`src/rtl/trap_seq_pkg.sv`:
```
// Shared types for the trap entry sequencer.
// Assumes: nothing beyond the standard language.
package trap_seq_pkg;
    typedef enum logic [2:0] {
        ST_IDLE    = 3'd0,
        ST_PUSH_PC = 3'd1,
        ST_PUSH_SR = 3'd2,
        ST_FETCH   = 3'd3,
        ST_DONE    = 3'd4
    } seq_state_t;
endpackage

```
`src/rtl/trap_frame_calc.sv`:
```
// Address arithmetic for the trap frame.
// Chooses the base stack pointer from the incoming status register
// (supervisor stack when entering from user mode). From the captured base
// it derives the two push slots, and from the captured trap number the
// vector table address.
// Assumes: the stack grows downward and addresses are byte addresses.
module trap_frame_calc #(
    parameter int ADDR_W   = 32,
    parameter int SR_W     = 16,
    parameter int NUM_W    = 4,
    parameter int S_BIT    = 13,
    parameter int VEC_BASE = 32,
    parameter int PC_BYTES = 4,
    parameter int SR_BYTES = 2
) (
    input  logic [SR_W-1:0]   sr_in,
    input  logic [ADDR_W-1:0] sp_in,
    input  logic [ADDR_W-1:0] ssp_in,
    input  logic [ADDR_W-1:0] base_q,
    input  logic [NUM_W-1:0]  num_q,
    output logic [ADDR_W-1:0] base_sel,
    output logic [ADDR_W-1:0] pc_slot,
    output logic [ADDR_W-1:0] sr_slot,
    output logic [ADDR_W-1:0] vec_addr
);
    localparam logic [ADDR_W-1:0] PC_DEC = ADDR_W'(PC_BYTES);
    localparam logic [ADDR_W-1:0] SR_DEC = ADDR_W'(PC_BYTES + SR_BYTES);
    localparam logic [ADDR_W-1:0] VBASE  = ADDR_W'(VEC_BASE);

    logic [ADDR_W-1:0] vec_num;

    // Pick the stack that the frame goes on.
    always_comb base_sel = sr_in[S_BIT] ? sp_in : ssp_in;

    // Derive frame slots and the vector entry address.
    always_comb begin
        pc_slot  = base_q - PC_DEC;
        sr_slot  = base_q - SR_DEC;
        vec_num  = VBASE + ADDR_W'(num_q);
        vec_addr = vec_num << 2;
    end
endmodule

```
`src/rtl/trap_ctrl_fsm.sv`:
```
// Sequencing control for trap entry.
// Steps idle -> push PC -> push SR -> fetch vector -> done -> idle.
// A bus step advances only on acknowledge, and requests are taken only
// while idle.
// Assumes: bus_ack is meaningful only while an access is requested.
module trap_ctrl_fsm
    import trap_seq_pkg::*;
(
    input  logic       clk,
    input  logic       rst_n,
    input  logic       trap_req,
    input  logic       bus_ack,
    output seq_state_t state,
    output logic       accept,
    output logic       fetch_done
);
    seq_state_t nxt;

    // Accept and completion strobes.
    always_comb begin
        accept     = (state == ST_IDLE) && trap_req;
        fetch_done = (state == ST_FETCH) && bus_ack;
    end

    // Next-state selection.
    always_comb begin
        nxt = state;
        unique case (state)
            ST_IDLE:    if (trap_req) nxt = ST_PUSH_PC;
            ST_PUSH_PC: if (bus_ack)  nxt = ST_PUSH_SR;
            ST_PUSH_SR: if (bus_ack)  nxt = ST_FETCH;
            ST_FETCH:   if (bus_ack)  nxt = ST_DONE;
            ST_DONE:                  nxt = ST_IDLE;
            default:                  nxt = ST_IDLE;
        endcase
    end

    // State register.
    always_ff @(posedge clk) begin
        if (!rst_n) state <= ST_IDLE;
        else        state <= nxt;
    end
endmodule

```
`src/rtl/trap_bus_drive.sv`:
```
// Bus request generation for trap entry.
// Maps the sequencer state onto one bus access: a long PC write, a word
// SR write (zero-extended), or a long vector read.
// Assumes: all inputs are registered, so the bus outputs hold steady
// while an access waits.
module trap_bus_drive
    import trap_seq_pkg::*;
#(
    parameter int ADDR_W = 32,
    parameter int DATA_W = 32,
    parameter int SR_W   = 16
) (
    input  seq_state_t        state,
    input  logic [DATA_W-1:0] pc_q,
    input  logic [SR_W-1:0]   sr_q,
    input  logic [ADDR_W-1:0] pc_slot,
    input  logic [ADDR_W-1:0] sr_slot,
    input  logic [ADDR_W-1:0] vec_addr,
    output logic              bus_req,
    output logic              bus_we,
    output logic              bus_long,
    output logic [ADDR_W-1:0] bus_addr,
    output logic [DATA_W-1:0] bus_wdata
);
    // Decode the current step into one bus access.
    always_comb begin
        bus_req   = 1'b0;
        bus_we    = 1'b0;
        bus_long  = 1'b0;
        bus_addr  = '0;
        bus_wdata = '0;
        unique case (state)
            ST_PUSH_PC: begin
                bus_req   = 1'b1;
                bus_we    = 1'b1;
                bus_long  = 1'b1;
                bus_addr  = pc_slot;
                bus_wdata = pc_q;
            end
            ST_PUSH_SR: begin
                bus_req   = 1'b1;
                bus_we    = 1'b1;
                bus_addr  = sr_slot;
                bus_wdata = DATA_W'(sr_q);
            end
            ST_FETCH: begin
                bus_req   = 1'b1;
                bus_long  = 1'b1;
                bus_addr  = vec_addr;
            end
            default: ;
        endcase
    end
endmodule

```
`src/rtl/trap_entry_seq.sv`:
```
// Trap entry sequencer top.
// On an accepted request it captures PC, SR, the chosen stack base and the
// trap number. It pushes PC then SR below the base, reads the handler
// address from the vector table, and then presents the results with a
// one-cycle done pulse.
// Assumes: a single outstanding trap, and that the core holds off further
// requests while busy (extra ones are dropped).
module trap_entry_seq
    import trap_seq_pkg::*;
#(
    parameter int ADDR_W   = 32,
    parameter int DATA_W   = 32,
    parameter int SR_W     = 16,
    parameter int NUM_W    = 4,
    parameter int S_BIT    = 13,
    parameter int VEC_BASE = 32,
    parameter int COST     = 26,
    parameter int CYC_W    = 8
) (
    input  logic              clk,
    input  logic              rst_n,
    input  logic              trap_req,
    input  logic [NUM_W-1:0]  trap_num,
    input  logic [DATA_W-1:0] pc_in,
    input  logic [SR_W-1:0]   sr_in,
    input  logic [ADDR_W-1:0] sp_in,
    input  logic [ADDR_W-1:0] ssp_in,
    output logic              bus_req,
    output logic              bus_we,
    output logic              bus_long,
    output logic [ADDR_W-1:0] bus_addr,
    output logic [DATA_W-1:0] bus_wdata,
    input  logic              bus_ack,
    input  logic [DATA_W-1:0] bus_rdata,
    output logic              busy,
    output logic              done,
    output logic [DATA_W-1:0] new_pc,
    output logic [ADDR_W-1:0] new_sp,
    output logic [SR_W-1:0]   new_sr,
    output logic [CYC_W-1:0]  cost_cycles
);
    localparam logic [SR_W-1:0]  S_MASK   = SR_W'(1) << S_BIT;
    localparam logic [CYC_W-1:0] COST_VAL = CYC_W'(COST);

    seq_state_t        state;
    logic              accept;
    logic              fetch_done;
    logic [DATA_W-1:0] pc_q;
    logic [SR_W-1:0]   sr_q;
    logic [ADDR_W-1:0] base_q;
    logic [NUM_W-1:0]  num_q;
    logic [ADDR_W-1:0] base_sel;
    logic [ADDR_W-1:0] pc_slot;
    logic [ADDR_W-1:0] sr_slot;
    logic [ADDR_W-1:0] vec_addr;

    trap_ctrl_fsm u_fsm (
        .clk        (clk),
        .rst_n      (rst_n),
        .trap_req   (trap_req),
        .bus_ack    (bus_ack),
        .state      (state),
        .accept     (accept),
        .fetch_done (fetch_done)
    );

    trap_frame_calc #(
        .ADDR_W   (ADDR_W),
        .SR_W     (SR_W),
        .NUM_W    (NUM_W),
        .S_BIT    (S_BIT),
        .VEC_BASE (VEC_BASE)
    ) u_calc (
        .sr_in    (sr_in),
        .sp_in    (sp_in),
        .ssp_in   (ssp_in),
        .base_q   (base_q),
        .num_q    (num_q),
        .base_sel (base_sel),
        .pc_slot  (pc_slot),
        .sr_slot  (sr_slot),
        .vec_addr (vec_addr)
    );

    trap_bus_drive #(
        .ADDR_W (ADDR_W),
        .DATA_W (DATA_W),
        .SR_W   (SR_W)
    ) u_bus (
        .state     (state),
        .pc_q      (pc_q),
        .sr_q      (sr_q),
        .pc_slot   (pc_slot),
        .sr_slot   (sr_slot),
        .vec_addr  (vec_addr),
        .bus_req   (bus_req),
        .bus_we    (bus_we),
        .bus_long  (bus_long),
        .bus_addr  (bus_addr),
        .bus_wdata (bus_wdata)
    );

    // Capture the trap context at the accepting edge only.
    always_ff @(posedge clk) begin
        if (!rst_n) begin
            pc_q   <= '0;
            sr_q   <= '0;
            base_q <= '0;
            num_q  <= '0;
        end else if (accept) begin
            pc_q   <= pc_in;
            sr_q   <= sr_in;
            base_q <= base_sel;
            num_q  <= trap_num;
        end
    end

    // Load results when the vector read completes; hold them afterwards.
    always_ff @(posedge clk) begin
        if (!rst_n) begin
            new_pc      <= '0;
            new_sp      <= '0;
            new_sr      <= '0;
            cost_cycles <= '0;
        end else if (fetch_done) begin
            new_pc      <= bus_rdata;
            new_sp      <= sr_slot;
            new_sr      <= sr_q | S_MASK;
            cost_cycles <= COST_VAL;
        end
    end

    // Status strobes from the sequencer state.
    always_comb begin
        busy = (state != ST_IDLE);
        done = (state == ST_DONE);
    end
endmodule

```
`config.mk`:
```
export PLATFORM = sky130hd
export DESIGN_NAME = trap_entry_seq
export DESIGN_NICKNAME = d
export VERILOG_FILES = /design/src/rtl/trap_seq_pkg.sv /design/src/rtl/trap_frame_calc.sv /design/src/rtl/trap_ctrl_fsm.sv /design/src/rtl/trap_bus_drive.sv /design/src/rtl/trap_entry_seq.sv
export SDC_FILE = /design/constraint.sdc
export NUM_CORES = 1
export LEC_CHECK = 0
export ABC_AREA = 1
export ABC_CLOCK_PERIOD_IN_PS = 1500
export BUFFER_PORTS_ARGS = -buffer_cell sky130_fd_sc_hd__buf_4
export CAP_MARGIN = 10
export CORE_ASPECT_RATIO = 0.75
export CORE_UTILIZATION = 45
export DETAILED_ROUTE_END_ITERATION = 6
export GPL_TIMING_DRIVEN = 0
export HOLD_SLACK_MARGIN = 0.15
export PLACE_DENSITY = 0.77
export SLEW_MARGIN = 10
export SYNTH_ARGS = -nofsm -noshare
export SYNTH_HDL_FRONTEND = slang
export SYNTH_SLANG_ARGS = --single-unit
```
`constraint.sdc`:
```
create_clock -name clk -period 1.5 [get_ports clk]
set_input_delay 0.15 -clock clk [delete_from_list [all_inputs] [get_ports clk]]
set_output_delay 0.15 -clock clk [all_outputs]
set_load 0.1 [all_outputs]
```
==> impl_metrics.tcl, run 1 <==
set metrics [dict create \
    placedCellCount 1755 \
    placed_cell_area_um2 11600 \
    endpoint_type "output port" \
    root_buffer "clkbuf_16" \
    netlist_instances 1208 \
    outcome "stopped before the end" \
    cts_made_buffers 17 \
    die_w_um 159 \
    crit_endpoint "bus_addr[6]" \
    gp_congestion 0.979 \
    netlist-cell-type-count 30 \
    fp.dieH_um 119 \
    netlist_area_um2 8280 \
    synth_area_per_cell_um2 6.85 \
    place.port_buffers 301 \
    seq_area_frac_synth 0.404 \
    synth_top_area_frac 0.404 \
    start_util 0.465 \
    synthTopCellsByArea "dfxtp_1 (40%), nor2_1 (8.3%), inv_1 (7.8%)" \
    rows 42 \
    yosysTopAreaCell "dfxtp_1" \
    dp_hpwl_mm 25.3 \
    io_pins 309 \
    grt_max_degree 17 \
    yosysWarningCount 0 \
    cts_max_level 4 \
    haltStage "5_1_grt" \
    synth_seq_cells 167 \
    clk_path_buf_depth 2 \
    cts_sinks 167 \
    tool.error "[ERROR DPL-0038] Utilization greater than 100%, impossible to legalize" \
]
stage by stage:
stage,setup WS (ps),util,hold WS (ps),TNS (ps)
after floorplan,-594,-,285,-69750
after global placement,-731,0.653,371,-71500
after detailed placement,-751,0.653,378,-75560
after CTS,-652,0.922,156,-69160
Yosys cell counts:
cell,count
nor2_1,183
inv_1,171
dfxtp_1,167
nand2_1,161
a21oi_1,88
o21ai_0,84
o21ai_1,68
nand3_1,65
a211oi_1,59
clkbuf_1,42
o21a_1,20
buf_2,17
o22ai_1,17
xor2_1,16
buf_4,13
buf_6,5
o21bai_1,5
nor2_2,4
o221ai_1,4
ha_1,3
inv_2,3
nand4_1,3
nor2_4,3
and2_1,1
buf_1,1
clkinv_1,1
conb_1,1
nand2_2,1
nand3_2,1
nor3b_1,1
cell families after synthesis:
kind of cell             count (synthesis)  synth area share
AND/OR/NAND/NOR                        423             0.208
AO/OA/AOI/OAI                          345             0.238
buffers and inverters                  253             0.128
flip-flops                             167             0.404
XOR/XNOR                                16            0.0169
adder cells (fa/ha/maj)                  3           0.00453
other                                    1          0.000453
repair_timing:
item	in CTS
pin swaps	57
endpoints found under the hold margin	117
resized for setup	554
setup buffers	63
hold buffers	124
endpoints found under the setup margin	234
gates cloned	12
==> inputs of run 2 (changes only) <==
Settings changed: ABC_CLOCK_PERIOD_IN_PS 1500 to 2000, CORE_ASPECT_RATIO 0.75 to unset, CORE_UTILIZATION 45 to 40, HOLD_SLACK_MARGIN 0.15 to unset, PLACE_DENSITY 0.77 to unset, PLACE_DENSITY_LB_ADDON set to 0.15.
Clock period 1.5 ns to 2 ns, I/O delays scaled along.
==> impl_metrics.tcl, run 2 <==
set metrics [dict create \
    outcome "complete, but fails checks" \
    violations "design-rule violations, negative setup slack" \
    worstMarginPinSlew_ps 841 \
    cts_tree "done" \
    drive_above_1_share 0.431 \
    syn2layout_area_growth_pct 77.2 \
    placedCellCount 1783 \
    grt_pass1_vias 9660 \
    routed_wl_mm 34.3 \
    path_buf_inv 2 \
    synthTopCellsByCount "nor2_1 (183), inv_1 (171), dfxtp_1 (167)" \
    synth_most_common_cell "nor2_1" \
    grt_pass1_wl_mm 51.9 \
    power.total_w 0.0243 \
    internal_power_w 0.0111 \
    synthTopCellsByArea "dfxtp_1 (40%), nor2_1 (8.3%), inv_1 (7.8%)" \
    path_common_cell "nand2_4" \
    drv_cap 0 \
    cts_made_buffers 17 \
    yosys_most_used_dff "dfxtp_1" \
    clk_pin_slew_ps 80 \
    p_sw_w 0.0132 \
    antenna_found_initial 0 \
    synth_seq_cells 167 \
    place.port_buffers 301 \
    setup_violations 41 \
    fin_crit_ps 2340 \
    critPathCaptureType "output pin" \
    clockPowerShare 0.140 \
    seq_area_frac_synth 0.404 \
    core_region_area_um2 20200 \
    synth_area_per_cell_um2 6.85 \
    detail-route-antenna-nets 0 \
    max_stage_delay_ps 410 \
    start_util 0.409 \
    globalRouteTotalUtil 0.313 \
    antenna_cells 0 \
    grt_max_degree 19 \
    period_share 1.17 \
    netlist_area_um2 8280 \
    tns_ps -8060 \
    gp_congestion 0.933 \
    slew_headroom 0.440 \
    clock_skew_ps 12.8 \
    finalHoldViolCount 0 \
    yosysWarningCount 0 \
    final_common_cell "buf_4" \
    critical_path_class "reg -> out" \
    nNetsFinal 1776 \
    layout_common_cells "buf_4 (300), inv_1 (155), dfxtp_1 (147)" \
    cts_sinks 167 \
    power_density_nw_per_um2 1660 \
    root_buffer "clkbuf_16" \
    die_w_um 146 \
    power_frac_seq 0.190 \
    setup_slack_ps -335 \
    critical_path_arrival_ps 2140 \
    p_leak_nw 6.64 \
    critPathLaunchType "flop" \
    vias_per_cell 5.20 \
    synth_top_area_frac 0.404 \
    cts_max_level 4 \
    combPwrFrac 0.670 \
    ys_async_sr_fraction 0 \
    netlist_instances 1208 \
    worstPathRequired_ps 1800 \
    switching_share 0.542 \
    synth_edf_count 0 \
    dp_hpwl_mm 24.3 \
    grt.overflow.total 0 \
    vias 9903 \
    io_pins 309 \
    dr.pass1.iters 7 \
    path_cells "inv_8, ha_4, nand2_4, nand2_4, nor2_4, nand2_4, xor2_2, o22ai_4, buf_12" \
    yosysTopAreaCell "dfxtp_1" \
    maxSlewViolCount 0 \
    ir_drop_mv 1.30 \
    netlist-cell-type-count 30 \
    fp.dieArea_um2 21300 \
    wl_per_cell_um 18.0 \
    hold_class "in -> reg" \
    fmax_mhz 428 \
    utilization 0.725 \
    cp_slowest_cell "dfxtp_4" \
    cp_top_family "simple AND/OR/NAND/NOR gates" \
    stdcell_count 1904 \
    drt_iter0_drc 672 \
    worst-path-max-fanout 5 \
    rsz0062_at_grt "yes" \
    rows 52 \
    clk_latency_ps 440 \
    clk_path_buf_depth 2 \
    drc_errors 3 \
    fp.dieH_um 146 \
    hold_slack_ps 5.90 \
]
run 2: worst min-delay path, cell delays in order:
cell and delay, ps:
buf_4 80, nor2_1 30, nor2_1 90
run 2: power by group through the flow:
stage | logic (W) | registers [W] | clock network [W]
6_report | 0.0163 | 0.00462 | 0.00341
5_1_grt | 0.0169 | 0.00467 | 0.00359
3_5_place_dp | 0.0121 | 0.00449 | 0
3_3_place_gp | 0.0120 | 0.00448 | 0
4_1_cts | 0.0149 | 0.00456 | 0.00343
2_1_floorplan | 0.00800 | 0.00567 | 0
run 2: final cells by class:
cell class | instances | area [µm²]
timing repair buffer | 392 | 3750
clock buffer | 17 | 425
buffer | 76 | 505
clock inverter | 15 | 183
fill | 1576 | 5570
inverter | 175 | 681
sequential | 167 | 3390
tap | 270 | 338
multi-input combinational | 792 | 5390
run 2: cells by family (layout without fill, tap and decap cells):
kind of cell,count (synthesis),in the layout,synth area share
flip-flops,167,167,0.404
buffers and inverters,253,675,0.128
AO/OA/AOI/OAI,345,345,0.238
AND/OR/NAND/NOR,423,423,0.208
other,1,5,0.000453
adder cells (fa/ha/maj),3,3,0.00453
XOR/XNOR,16,16,0.0169
run 2: what timing repair did:
item / 4_1_cts / 5_1_grt
pin swaps: 39 / 51
setup endpoints to repair: 65 / 55
setup buffers: 38 / 29
cloned: 1 / 0
hold endpoints to repair: 23 / 2
resized for setup: 330 / 147
hold buffers: 23 / 2
run 2: through the flow:
step / worst slack, ps / cell area (µm²)
floorplan: -728 / 8890
global placement: -478 / 11500
detailed placement: -453 / 11500
CTS: -271 / 13900
global route: -396 / 14700
finish: -335 / 14700
run 2: worst paths after layout:
path              slack (ps)                   start  depth (start not counted)                       to
setup reg to reg        -250  base_q[3]$_SDFFE_PN0P_                         17  new_sp[28]$_SDFFE_PN0P_
setup / recovery        -340  base_q[3]$_SDFFE_PN0P_                          9             bus_addr[12]
hold / removal             6           bus_rdata[17]                          3  new_pc[17]$_SDFFE_PN0P_
hold reg to reg          470   num_q[1]$_SDFFE_PN0P_                          2    num_q[1]$_SDFFE_PN0P_
run 2: metal layers:
metal | track usage | up-vias | part of all wire
li1 | - | 4746 | -
met1 | 0.389 | 4676 | 0.41
met2 | 0.535 | 415 | 0.49
met3 | 0.0536 | 66 | 0.066
met4 | 0.131 | 0 | 0.032
met5 | 0 | - | 0
No activity file was read; power rests on OpenSTA's default activity.
==> inputs of run 3 (changes only) <==
Settings changed: CELL_PAD_IN_SITES_DETAIL_PLACEMENT set to 1, CELL_PAD_IN_SITES_GLOBAL_PLACEMENT set to 2, CORE_UTILIZATION 40 to 26.
==> impl_metrics.tcl, run 3 (same netlist as run 2, synthesis figures left out) <==
set metrics [dict create \
    slew_headroom 0.459 \
    detail-route-antenna-nets 0 \
    utilization 0.492 \
    p_leak_nw 6.78 \
    gp_congestion 0.860 \
    path_common_cell "nor2_4" \
    timing.rr.end "base_q[24]$_SDFFE_PN0P_" \
    power_density_nw_per_um2 1670 \
    rsz0062_at_grt "yes" \
    hold_slack_ps 43.3 \
    fin_crit_ps 2380 \
    worstPathRequired_ps 1800 \
    die_w_um 180 \
    critical_path_arrival_ps 2180 \
    root_buffer "clkbuf_16" \
    nNetsFinal 1784 \
    grt_max_degree 17 \
    placed_cell_area_um2 11600 \
    place.port_buffers 301 \
    clk_path_buf_depth 2 \
    dp_hpwl_mm 29.3 \
    fmax_mhz 420 \
    final_common_cell "buf_4" \
    cts_made_buffers 17 \
    clock_skew_ps 19.1 \
    outcome "complete, but fails checks" \
    clk_pin_slew_ps 80 \
    r2r_slack_ps 80 \
    maxSlewViolCount 0 \
    grt.overflow.total 0 \
    antenna_found_initial 2 \
    syn2layout_area_growth_pct 84.1 \
    r2r_cells 6 \
    holdPathStages 3 \
    drive_above_1_share 0.439 \
    cp_slowest_cell "dfxtp_4" \
    power.total_w 0.0255 \
    final_cell_area_um2 15200 \
    core_region_area_um2 31000 \
    min_from "pc_in[31]" \
    critPathCaptureType "output pin" \
    routed_wl_mm 40.4 \
    drc_errors 0 \
    critical_path_class "reg -> out" \
    critPathLaunchType "flop" \
    vias 9826 \
    cts_tree "done" \
    violations "negative setup slack" \
    path_cells "nor2_4, nand2_4, nor2_4, buf_4, nand2_1, o21ai_1, o21ai_4, buf_12" \
    nFillCells 3638 \
    worst-path-max-fanout 4 \
    layout_common_cells "buf_4 (294), inv_1 (152), dfxtp_1 (144)" \
    clk_latency_ps 450 \
    grt_pass1_wl_mm 60.4 \
    cp_top_family "simple AND/OR/NAND/NOR gates" \
    rows 64 \
    wl_per_cell_um 19.8 \
    io_pins 309 \
    setup_violations 52 \
    grt_pass1_vias 10300 \
    drt_iter0_drc 408 \
    period_share 1.19 \
    setup_slack_ps -380 \
    globalRouteTotalUtil 0.243 \
    ir_drop_mv 0.736 \
    start_util 0.267 \
    max_stage_delay_ps 380 \
    worstMarginPinSlew_ps 811 \
    cts_sinks 167 \
    drv_cap 0 \
    dr.pass1.iters 5 \
    finalHoldViolCount 0 \
    cts_max_level 4 \
    vias_per_cell 4.82 \
    fp.dieH_um 180 \
    holdPathEnd "pc_q[31]$_SDFFE_PN0P_" \
    hold_class "in -> reg" \
    regToRegStartpoint "u_fsm.state[2]$_SDFFE_PN0P_" \
    path_buf_inv 2 \
    fp.dieArea_um2 32600 \
]
[run 3: cell count changes in the layout (fill, tap and decap cells not counted), moves of 4 or more]
cell / change
buf_12: +17
buf_4: -6
buf_6: -13
clkinv_4: -4
dfxtp_4: +4
dlygate4sd3_1: +7
inv_4: +4
nand3_2: +4
nor2_1: -7
nor2_4: +9
[run 3: worst max path at each step]
stage / start / endpoint / slack, ps / cells past startpoint
after global routing: base_q[3]$_SDFFE_PN0P_ / bus_addr[20] / -440 / 11
after global placement: u_fsm.state[2]$_SDFFE_PN0P_ / bus_addr[13] / -620 / 5
final: base_q[4]$_SDFFE_PN0P_ / bus_addr[17] / -380 / 8
after detailed placement: u_fsm.state[2]$_SDFFE_PN0P_ / bus_addr[13] / -630 / 5
after CTS: base_q[3]$_SDFFE_PN0P_ / bus_addr[12] / -310 / 9
after floorplan: base_q[1]$_SDFFE_PN0P_ / bus_addr[17] / -730 / 7
[run 3: worst min-delay path: cells and delay by family]
| family | cells | cell delay, ps |
|---|---|---|
| compound gates | 2 | 170 |
| buf+inv | 1 | 80 |
[run 3: repair_timing]
action | 4_1_cts | 5_1_grt
resized for setup | 405 | 151
pin swaps | 37 | 46
endpoints found under the hold margin | 32 | 0
buffers inserted | 34 | 33
gates cloned | 2 | 2
hold buffers | 32 | 0
endpoints found under the setup margin | 68 | 90
[run 3: layout make-up]
type	count	area, µm²	share of cell area
clock inverters	12	139	0.00911
inverters	175	687	0.0451
repair buffers	400	4040	0.265
clock buffers	20	467	0.0306
diodes	2	5.00	0.000328
multi-input cells	792	5490	0.360
well taps	396	495	0.0325
plain buffers	76	514	0.0337
flip-flops and latches	167	3400	0.223
[run 3: power by group]
| part | internal, W | switching, W |
|---|---|---|
| registers | 0.00403 | 0.000639 |
| logic | 0.00579 | 0.0115 |
| clock network | 0.00196 | 0.00155 |
[run 3: layer usage]
metal,share of wire,global-route usage,wire (µm)
met4,0.028,0.0848,1120
met5,0,0,0
met1,0.44,0.304,17600
met2,0.50,0.420,20000
met3,0.041,0.0408,1650
[run 3: through the flow]
stage | cells | worst slack (ps) | TNS, ps
floorplan | 1212 | -728 | -9250
detailed placement | 1909 | -633 | -19480
CTS | 2009 | -315 | -6790
global placement | 1909 | -621 | -19440
global route | 2040 | -437 | -13100
finish | 2040 | -380 | -8430
==> inputs of run 4 (changes only) <==
Settings changed: BUFFER_PORTS_ARGS -buffer_cell sky130_fd_sc_hd__buf_4 to -buffer_cell sky130_fd_sc_hd__buf_2, CORE_MARGIN set to 2.
==> impl_metrics.tcl, run 4 (same netlist as run 2, synthesis figures left out) <==
set metrics [dict create \
    outcome "complete, but fails checks" \
    violations "negative setup slack" \
    detail-route-antenna-nets 0 \
    clock_skew_ps 12.2 \
    r2r_cells 20 \
    ir_drop_mv 0.861 \
    final_common_cell "buf_2" \
    antenna_found_initial 1 \
    vias_per_cell 4.78 \
    placed_cell_area_um2 10900 \
    period_share 1.17 \
    cts_sinks 167 \
    fp.dieArea_um2 33300 \
    cts_max_level 4 \
    io_pins 309 \
    clk_latency_ps 450 \
    die_w_um 182 \
    worst-path-max-fanout 5 \
    fin_crit_ps 2340 \
    holdPathEnd "new_pc[13]$_SDFFE_PN0P_" \
    clk_pin_slew_ps 80 \
    drive_above_1_share 0.440 \
    holdPathStages 3 \
    wl_per_cell_um 19.7 \
    drt_iter0_drc 378 \
    critical_path_arrival_ps 2730 \
    r2r_slack_ps -340 \
    dpl_worst_slack_ps -739 \
    grt_pass1_wl_mm 60.5 \
    grt_max_degree 18 \
    start_util 0.263 \
    grt_pass1_vias 10200 \
    hold_class "in -> reg" \
    finalHoldViolCount 0 \
    drc_errors 0 \
    nFillCells 3747 \
    setup_slack_ps -338 \
    min_from "bus_rdata[13]" \
    place.port_buffers 301 \
    power_density_nw_per_um2 1720 \
    worstMarginPinSlew_ps 845 \
    cts_made_buffers 17 \
    dp_hpwl_mm 29.2 \
    stdcell_count 2060 \
    gp_congestion 0.874 \
    worstPathRequired_ps 2390 \
    critPathCaptureType "flop" \
    nNetsFinal 1799 \
    tns_ps -8340 \
    placedCellCount 1915 \
    p_leak_nw 6.71 \
    rsz0062_at_grt "yes" \
    globalRouteTotalUtil 0.241 \
    vias 9840 \
    critPathLaunchType "flop" \
    core_region_area_um2 31500 \
    rows 65 \
    setup_violations 42 \
    timing.rr.end "new_sp[24]$_SDFFE_PN0P_" \
    clk_path_buf_depth 2 \
    final_cell_area_um2 14800 \
    grt.overflow.total 0 \
    syn2layout_area_growth_pct 79.1 \
    dr.pass1.iters 4 \
    drv_cap 0 \
    fp.dieH_um 182 \
    regToRegStartpoint "base_q[3]$_SDFFE_PN0P_" \
    slew_headroom 0.436 \
    maxSlewViolCount 0 \
    critical_path_class "reg -> reg" \
    fmax_mhz 428 \
    routed_wl_mm 40.6 \
    layout_common_cells "buf_2 (248), inv_1 (153), dfxtp_1 (143)" \
    root_buffer "clkbuf_16" \
    cts_tree "done" \
]
==> run 4: changes by cell type in the layout (fill, tap and decap cells not counted), moves of 3 or more <==
cell      change
nand2_2       +4
nor2_4        -5
nor2_1        +4
buf_2       +236
nand2_4       -6
dfxtp_2       +3
buf_12        +5
buf_4       -227
nand3_1       +5
clkbuf_8      -3
nand3_2       -5
==> run 4: per-layer routing <==
| layer | up-vias | GRT usage | share of wire |
|---|---|---|---|
| met3 | 40 | 0.0441 | 0.041 |
| met5 | - | 0 | 0 |
| met1 | 4764 | 0.306 | 0.44 |
| li1 | 4793 | - | - |
| met4 | 0 | 0.0745 | 0.025 |
| met2 | 243 | 0.415 | 0.50 |
==> run 4: report_power, final <==
part / internal (W) / switching (W)
combinational: 0.00577 / 0.0115
clock: 0.00190 / 0.00167
sequential: 0.00403 / 0.000607
==> run 4: final cells by class <==
| class | count | area, µm² | share of cell area |
|---|---|---|---|
| Clock buffer | 17 | 425 | 0.0287 |
| Clock inverter | 15 | 185 | 0.0125 |
| Tap cell | 402 | 503 | 0.0339 |
| Inverter | 175 | 686 | 0.0463 |
| Buffer | 78 | 559 | 0.0377 |
| Sequential cell | 167 | 3400 | 0.229 |
| Multi-Input combinational cell | 792 | 5460 | 0.368 |
| Antenna cell | 1 | 2.50 | 0.000169 |
| Timing Repair Buffer | 413 | 3600 | 0.243 |
==> run 4: worst max-delay path by stage <==
stage / end / depth (start not counted) / startpoint / slack, ps
after floorplan: bus_addr[17] / 7 / base_q[1]$_SDFFE_PN0P_ / -730
after global placement: bus_addr[17] / 5 / u_fsm.state[2]$_SDFFE_PN0P_ / -720
after detailed placement: bus_addr[17] / 5 / u_fsm.state[2]$_SDFFE_PN0P_ / -740
after CTS: bus_addr[10] / 10 / base_q[3]$_SDFFE_PN0P_ / -290
after global routing: bus_addr[28] / 12 / base_q[3]$_SDFFE_PN0P_ / -430
final: new_sp[24]$_SDFFE_PN0P_ / 20 / base_q[3]$_SDFFE_PN0P_ / -340
==> run 4: metrics by stage <==
step | power [W] | utilization | hold slack, ps
floorplan | 0.0137 | - | 335
global placement | 0.0164 | 0.346 | 422
detailed placement | 0.0165 | 0.346 | 428
CTS | 0.0242 | 0.448 | 0.378
global route | 0.0266 | 0.471 | 27.6
finish | 0.0254 | 0.471 | 25.0
==> run 4: repair_timing <==
item | in CTS | in global routing
cloned | 2 | 4
hold buffers | 31 | 0
endpoints found under the hold margin | 31 | 0
pin swaps | 54 | 47
gates resized for setup | 474 | 137
setup endpoints to repair | 69 | 111
setup buffers | 57 | 22
==> run 4: worst max-delay path, stage by stage, from the launching register on <==
cell and delay [ps]:
dfxtp_4 380, inv_8 70, ha_4 130, nand2_4 70
nand2_4 80, nor2_4 40, buf_12 130, buf_6 120
nand3_2 50, nand2_2 60, buf_4 130, buf_4 120
buf_4 120, buf_4 120, buf_4 120, buf_4 120
buf_4 120, buf_4 130, nand3_2 70, nand2_1 50
inv_1 40
